<file path="src/rtl/hp_cmd_exec.sv">
module hp_cmd_exec #(
  parameter int NSLOTS      = 4,
  parameter int EXEC_CYCLES = 8
) (
  input  logic                clk,
  input  logic                rst_n,
  input  logic                cmd_wr,
  input  logic [15:0]         cmd_data,
  input  logic [1:0]          pi_level,
  input  logic [NSLOTS-1:0]   mrl_open,
  output logic [3:0]          status,
  output logic                cmd_done,
  output logic [3:0]          speed_mode,
  output logic [2*NSLOTS-1:0] slot_state,
  output logic [2*NSLOTS-1:0] pwr_ind,
  output logic [2*NSLOTS-1:0] attn_ind
);
  localparam int CW = (EXEC_CYCLES > 1) ? $clog2(EXEC_CYCLES) : 1;

  logic              busy, done_q;
  logic [CW-1:0]     cnt;
  logic [7:0]        op_q, tgt_q;
  logic [2:0]        err_q, err_n;
  logic [3:0]        spd_q, spd_n;
  logic [2*NSLOTS-1:0] st_q, pw_q, at_q, st_n, pw_n, at_n;

  wire accept = cmd_wr && !busy;
  wire lvl2   = (pi_level == 2'd2);
  wire finish = busy && (cnt == '0);

  always_comb begin
    st_n  = st_q;
    pw_n  = pw_q;
    at_n  = at_q;
    spd_n = spd_q;
    err_n = '0;
    if (op_q < 8'h40) begin
      if (tgt_q == 8'd0 || tgt_q > 8'(NSLOTS)) begin
        err_n[1] = 1'b1;
      end else begin
        for (int s = 0; s < NSLOTS; s++) begin
          if (tgt_q == 8'(s + 1)) begin
            if ((op_q[1:0] == 2'd1 || op_q[1:0] == 2'd2) && mrl_open[s]) begin
              err_n[0] = 1'b1;
            end else begin
              if (op_q[1:0] != 2'd0) st_n[2*s +: 2] = op_q[1:0];
              if (op_q[3:2] != 2'd0) pw_n[2*s +: 2] = op_q[3:2];
              if (op_q[5:4] != 2'd0) at_n[2*s +: 2] = op_q[5:4];
            end
          end
        end
      end
    end else if (tgt_q != 8'd0) begin
      err_n[1] = 1'b1;
    end else if (op_q <= 8'h44) begin
      spd_n = {1'b0, op_q[2:0]};
    end else if (op_q <= 8'h47) begin
      err_n[2] = 1'b1;
    end else if (op_q == 8'h48 || op_q == 8'h49) begin
      for (int s = 0; s < NSLOTS; s++) begin
        if (mrl_open[s]) err_n[0] = 1'b1;
        else st_n[2*s +: 2] = op_q[0] ? 2'd2 : 2'd1;
      end
    end else if (op_q < 8'h50) begin
      err_n[1] = 1'b1;
    end else if (op_q <= 8'h5D) begin
      if (lvl2) spd_n = op_q[3:0];
      else      err_n[2] = 1'b1;
    end else if (op_q <= 8'h5F) begin
      err_n[2] = 1'b1;
    end else begin
      err_n[1] = 1'b1;
    end
  end

  always_ff @(posedge clk) begin
    if (!rst_n) begin
      busy   <= 1'b0;
      done_q <= 1'b0;
      cnt    <= '0;
      op_q   <= '0;
      tgt_q  <= '0;
      err_q  <= '0;
      spd_q  <= '0;
      st_q   <= {NSLOTS{2'd3}};
      pw_q   <= {NSLOTS{2'd3}};
      at_q   <= {NSLOTS{2'd3}};
    end else begin
      done_q <= 1'b0;
      if (accept) begin
        busy  <= 1'b1;
        cnt   <= CW'(EXEC_CYCLES - 1);
        op_q  <= cmd_data[7:0];
        tgt_q <= cmd_data[15:8];
        err_q <= '0;
      end else if (finish) begin
        busy   <= 1'b0;
        done_q <= 1'b1;
        st_q   <= st_n;
        pw_q   <= pw_n;
        at_q   <= at_n;
        spd_q  <= spd_n;
        err_q  <= err_n;
      end else if (busy) begin
        cnt <= cnt - 1'b1;
      end
    end
  end

  assign status     = {err_q, busy};
  assign cmd_done   = done_q;
  assign speed_mode = spd_q;
  assign slot_state = st_q;
  assign pwr_ind    = pw_q;
  assign attn_ind   = at_q;


  done_after_busy_chk: assert property (@(posedge clk) disable iff (!rst_n)
    cmd_done |-> (!busy && $past(busy)));

  busy_fall_done_chk: assert property (@(posedge clk) disable iff (!rst_n)
    $fell(busy) |-> cmd_done);

  err_clear_chk: assert property (@(posedge clk) disable iff (!rst_n)
    $rose(busy) |-> (status[3:1] == 3'b000));

  slot_hold_chk: assert property (@(posedge clk) disable iff (!rst_n)
    !cmd_done |-> ($stable(slot_state) && $stable(pwr_ind) && $stable(attn_ind)));

  speed_hold_chk: assert property (@(posedge clk) disable iff (!rst_n)
    !cmd_done |-> $stable(speed_mode));

  one_err_chk: assert property (@(posedge clk) disable iff (!rst_n)
    $countones(status[3:1]) <= 1);

  speed_range_chk: assert property (@(posedge clk) disable iff (!rst_n)
    speed_mode <= 4'hD);
endmodule

</file>
<file path="config.mk">
export PLATFORM = sky130hd
export DESIGN_NAME = hp_cmd_exec
export DESIGN_NICKNAME = d
export VERILOG_FILES = /design/src/rtl/hp_cmd_exec.sv
export SDC_FILE = /design/constraint.sdc
export NUM_CORES = 1
export LEC_CHECK = 0
export BUFFER_PORTS_ARGS = -buffer_cell sky130_fd_sc_hd__buf_4
export CAP_MARGIN = 15
export CORE_MARGIN = 4
export CORE_UTILIZATION = 50
export CTS_BUF_LIST = sky130_fd_sc_hd__clkbuf_8
export DETAILED_ROUTE_END_ITERATION = 12
export GPL_TIMING_DRIVEN = 1
export PLACE_DENSITY_LB_ADDON = 0.3
export SETUP_SLACK_MARGIN = 0.1
export SKIP_LAST_GASP = 1
export SYNTH_ARGS = -nofsm -noshare
export SYNTH_HDL_FRONTEND = slang
export SYNTH_SLANG_ARGS = --single-unit
</file>
<file path="constraint.sdc">
create_clock -name clk -period 1.8 [get_ports clk]
set_input_delay 0.36 -clock clk [delete_from_list [all_inputs] [get_ports clk]]
set_output_delay 0.36 -clock clk [all_outputs]
set_load 0.02 [all_outputs]
</file>
=== Yosys cells after proc, flatten, opt, wreduce, memory -nomap -nowiden ===
Cells that the tools add are included.
Widths: inputs -> output; s select.

* Register bits: 52
* Input port bits: 25
* Word-level logic and storage cells: 165

* Add/sub/neg operators: 1
* Order comparisons: 7
* Equality and inequality tests: 30
* Mux-type cells: 63
* Bitwise operators: 9
* Reductions and logical operators: 36

{| class="wikitable"
|+ Operator list
! operator !! number
|-
| $reduce_and 7->1 || 8
|-
| $mux 8 || 6
|-
| $reduce_and 11->1 || 4
|-
| $mux 2 || 17
|-
| $le 8x7->1 const B || 4
|-
| $mux 1 || 30
|-
| $mux 4 || 6
|-
| $ne 2x2->1 const B || 12
|-
| $ne 2x1->1 const B || 9
|-
| $eq 8x2->1 const B || 2
|-
| $eq 8x7->1 const B || 2
|-
| $lt 8x7->1 const B || 2
|-
| $reduce_bool 2->1 || 8
|-
| $mux 3 || 4
|-
| $not 1->1 || 9
|-
| $reduce_and 9->1 || 1
|-
| $eq 8x1->1 const B || 1
|-
| $eq 8x3->1 const B || 1
|-
| $gt 8x3->1 const B || 1
|-
| $logic_not 8->1 || 1
|-
| $reduce_bool 8->1 || 1
|-
| $logic_and 1x1->1 || 6
|-
| $eq 2x2->1 const B || 2
|-
| $logic_not 3->1 || 1
|-
| other kinds (6) || 8
|}

=== Depth between registers and ports, before layout ===
* Depth in word-level cells: 13
* Depth in mapped cells: 8
* Mapped depth without buffers: 7

=== Least setup slack after synthesis ===
Ideal clock, no wire load.

* Kind: reg-to-reg
* From: register cnt[0]
* To: register at_q[4], in the netlist attn_ind[4]
* Arrival time: 1.667 ns
* Required time: 1.671 ns
* Path slack: 0.004 ns
* Cell stages (with the launch flop): 9
* Clock period less this slack: 1.796 ns
* Cells stage by stage: dfxtp_1 > inv_1 > ha_1 > and3b_1 > buf_2 > nand3_1 > nor4_1 > mux2i_1 > nand2_1

* Word-level cells in the longest chain between the ends: 3

{| class="wikitable"
|+ Ends and longest elaborated chain
! item !! RTL line !! text
|-
| start, declared || 21 || <nowiki>logic [CW-1:0] cnt;</nowiki>
|-
| start signal, assigned || 92 || <nowiki>cnt <= CW'(EXEC_CYCLES - 1);</nowiki>
|-
| start signal, assigned || 105 || <nowiki>cnt <= cnt - 1'b1;</nowiki>
|-
| $logic_not 3->1 || 29 || <nowiki>wire finish = busy && (cnt == '0);</nowiki>
|-
| $logic_and 1x1->1 || 29 ||
|-
| $reduce_and 7->1 (no line) || n/a ||
|-
| end signal, assigned || 87 || <nowiki>at_q <= {NSLOTS{2'd3}};</nowiki>
|-
| end signal, assigned || 101 || <nowiki>at_q <= at_n;</nowiki>
|-
| end, declared || 25 || <nowiki>logic [2*NSLOTS-1:0] st_q, pw_q, at_q, st_n, pw_n, at_n;</nowiki>
|}

Every way passes these cells.
A chain may end at the register's enable or synchronous reset.

=== Final worst setup path ===
* From: register op_q[5]
* To: register st_q[7], in the netlist slot_state[7]

* Word-level cells in the longest chain between the ends: 4
* Elaborated cells on any way between the ends: 17
* Classes of those cells: order compare: 3; eq/ne: 10; mux: 1; reduce/logical: 3

{| class="wikitable"
|+ Ends and longest elaborated chain
! item !! RTL line !! text
|-
| start, declared || 22 || <nowiki>logic [7:0] op_q, tgt_q;</nowiki>
|-
| start signal, assigned || 93 || <nowiki>op_q <= cmd_data[7:0];</nowiki>
|-
| branches (longest 4 deep; another with $lt 8x7->1) || n/a ||
|-
| end signal, assigned || 85 || <nowiki>st_q <= {NSLOTS{2'd3}};</nowiki>
|-
| end signal, assigned || 99 || <nowiki>st_q <= st_n;</nowiki>
|-
| end, declared || 25 ||
|}

Parallel ways; which one is timed is not known.

==> results.txt <==
Yosys warnings: 0
Least-Margin Pin Slew: 483 ps
Flops & latches, synth: 52
Reg clk slew, reported paths: 100 ps
Fmax: 549 MHz
EDFF count, synth: 0
Drc violations: 0
Max-cap violations: 0
TritonRoute pass-1 iters: 4
GRT Overall Usage: 23.7%
Die ar.: 0.00630 sq mm
Vias: 2,595
CTS buffer count: 5
PortBufs: 57
Post-DP HPWL: 5.23 mm
H-tree Lvls: 2
CTS tree: yes
Crit-path max FO: 4
Synth async-reset ratio: 0%
Status: finished, violations left
Wire length on met1: 3.06 mm
Root Buffer: clkbuf_8
Filler Cells Inserted: 363
Leakage power: 1.55 nW
Post-DRT Antenna Nets: 0
Avg Vias per Cell: 5.62
Crit path arrival time: 2010 ps
# nets final: 423
P per Cell Area: 687 mW/mm^2
Antenna violations before repair: 0
Final setup violation count: 5
Largest net degree at the start of global routing: 19
Final core occ: 75.1%
Slew Viols, Final: 0
Hold Vio Cnt, Final: 0
Synth Flop Type: dfxtp_1
Worst R2R Setup Slack: -20 ps
Syn_nets: 334
Chip Height: 79.4 um
CTS Sinks: 52
Vias in the first global route: 2,530
Hold Buf Count CTS: 0
Max Used Layer: met4
Worst vdd ir: 464 uV
WL final: 7.54 mm
Top Ports: 58
Avg WL per Cell: 16.3 um
Count of cell types in the netlist: 56
Core Area: 0.00482 sq mm
DP Worst Slack: -30.8 ps
Crit Path Class: reg -> reg
Clock tree buffer depth: 2
CP Capture Type: flop
Crit share post-route: 101%
RSZ-0062 raised after global routing: yes
CP required: 1980 ps
Register area share after synthesis: 40.8%
DR WL met3: 474 um
Avg Cell Area, Syn: 8.36 sq um
Skew-Pair Late Insertion Delay: 310 ps
Synth Instances: 305
Die X-Extent: 79.4 um
Met2 wire len: 3.85 mm
Routability cong.: 0.974
Worst slew margin: 67.8%
Worst Hold Class: in -> reg
Crit path launch type: flop
First-pass GRT wire length: 11.8 mm
Diodes inserted: 0
Remaining global-route overflow: 0
# rows: 25
Failing checks: setup timing
Starting Density: 52.9%
Synth Cell Area: 0.00255 sq mm
Final min period: 1820 ps
Fin worst setup slack: -21.2 ps
DRT iter0 DRCs: 186
Layout cell share with drive strength beyond 1: 42.3%
Area growth syn-to-layout: 41.9%
Clock Skews: 8.42 ps
==> final cells by class <==
class / count / area, sq um / share of cell area, %
Clock buffer: 5 / 68.8 / 1.90
Clock inverter: 3 / 18.8 / 0.519
Inverter: 8 / 32.5 / 0.900
Multi-Input combinational cell: 223 / 1550 / 42.9
Sequential cell: 52 / 1060 / 29.3
Tap cell: 67 / 83.8 / 2.32
Timing Repair Buffer: 104 / 800 / 22.1
==> layer usage <==
layer,track usage [%],up-vias
met5,0,-
met4,7.90,0
met3,4.63,21
met2,40.2,106
met1,30.1,1232
li1,-,1236
==> repair_timing <==
item                                    CTS  global route
gates resized for setup                  26            21
endpoints found under the setup margin   24            25
pin swaps                                13            11
setup buffers                             9             4
==> logic make-up after synthesis <==
kind of cell	count (synthesis)	synth area share, %
AOI/OAI and AO/OA	54	15.3
buffers and inverters	30	5.20
adders and majority gates	4	1.96
muxes	25	9.87
DFF	52	40.8
xor gates and xnor gates	1	0.344
and+or+nand+nor	139	26.5
==> layout by cell type, fill, tap and decap left out, types with 3 or more instances in the layout <==
master,count
nor2b_1,3
ha_4,3
o221ai_2,3
a21oi_1,23
nor3_1,6
inv_1,4
dfxtp_4,3
nor4_2,3
inv_2,3
nand2_1,64
nand4_1,4
buf_4,99
mux2i_1,24
or4_4,3
nor2_1,20
nand2b_1,3
dfxtp_1,42
nand2_2,3
dfxtp_2,7
buf_6,5
clkbuf_8,5
o21ai_0,4
nand3_1,5
==> critical path, stage by stage (launching register included) <==
cell	delay (ps)
dfxtp_2	350
or2_4	270
or4_4	510
a21oi_4	260
o221ai_2	160
mux2i_1	150
==> flip-flops by register name, summed over array words and instances, names as in the netlist <==
| register | flops |
|---|---|
| attn_ind | 8 |
| busy | 1 |
| cmd_done | 1 |
| cnt | 3 |
| err_q | 3 |
| op_q | 8 |
| pwr_ind | 8 |
| slot_state | 8 |
| speed_mode | 4 |
| tgt_q | 8 |
==> final timing paths <==
kind                       from  depth (start not counted)             to
setup reg to reg        op_q[5]                          5  slot_state[7]
hold reg to reg   speed_mode[1]                          2  speed_mode[1]
setup / recovery        op_q[5]                          5  slot_state[7]
hold / removal      cmd_data[6]                          3        op_q[6]
==> cells in the mapped netlist (5+ instances only) <==
cell	n	area (sq um)
nand2_1	67	251
dfxtp_1	52	1040
a21oi_1	24	120
mux2i_1	24	240
nor2_1	22	82.6
clkbuf_1	12	45.0
inv_1	8	30.0
buf_2	7	35.0
nor3_1	7	35.0
nand3_1	6	30.0
nor4_1	5	31.3
o21ai_0	5	25.0
==> where the power goes <==
group	internal (mW)	total (mW)	leakage (nW)	switching, mW
combinational	0.270	0.586	1.08	0.316
clock	0.272	0.671	0.0479	0.399
sequential	1.19	1.23	0.428	0.0405
==> stage by stage <==
| stage | hold slack (ps) | power, mW | TNS [ps] | instances | area [sq um] |
|---|---|---|---|---|---|
| 2_1_floorplan | 436 | 1.53 | 0 | 305 | 2610 |
| 3_3_place_gp | 444 | 1.71 | -2.87 | 441 | 3260 |
| 3_5_place_dp | 454 | 1.72 | -193 | 441 | 3260 |
| 4_1_cts | 290 | 2.42 | 0 | 458 | 3510 |
| 5_1_grt | 282 | 2.59 | -654 | 462 | 3620 |
| 6_report | 286 | 2.49 | -53.9 | 462 | 3620 |
No activity file was read; power rests on OpenSTA's default activity.
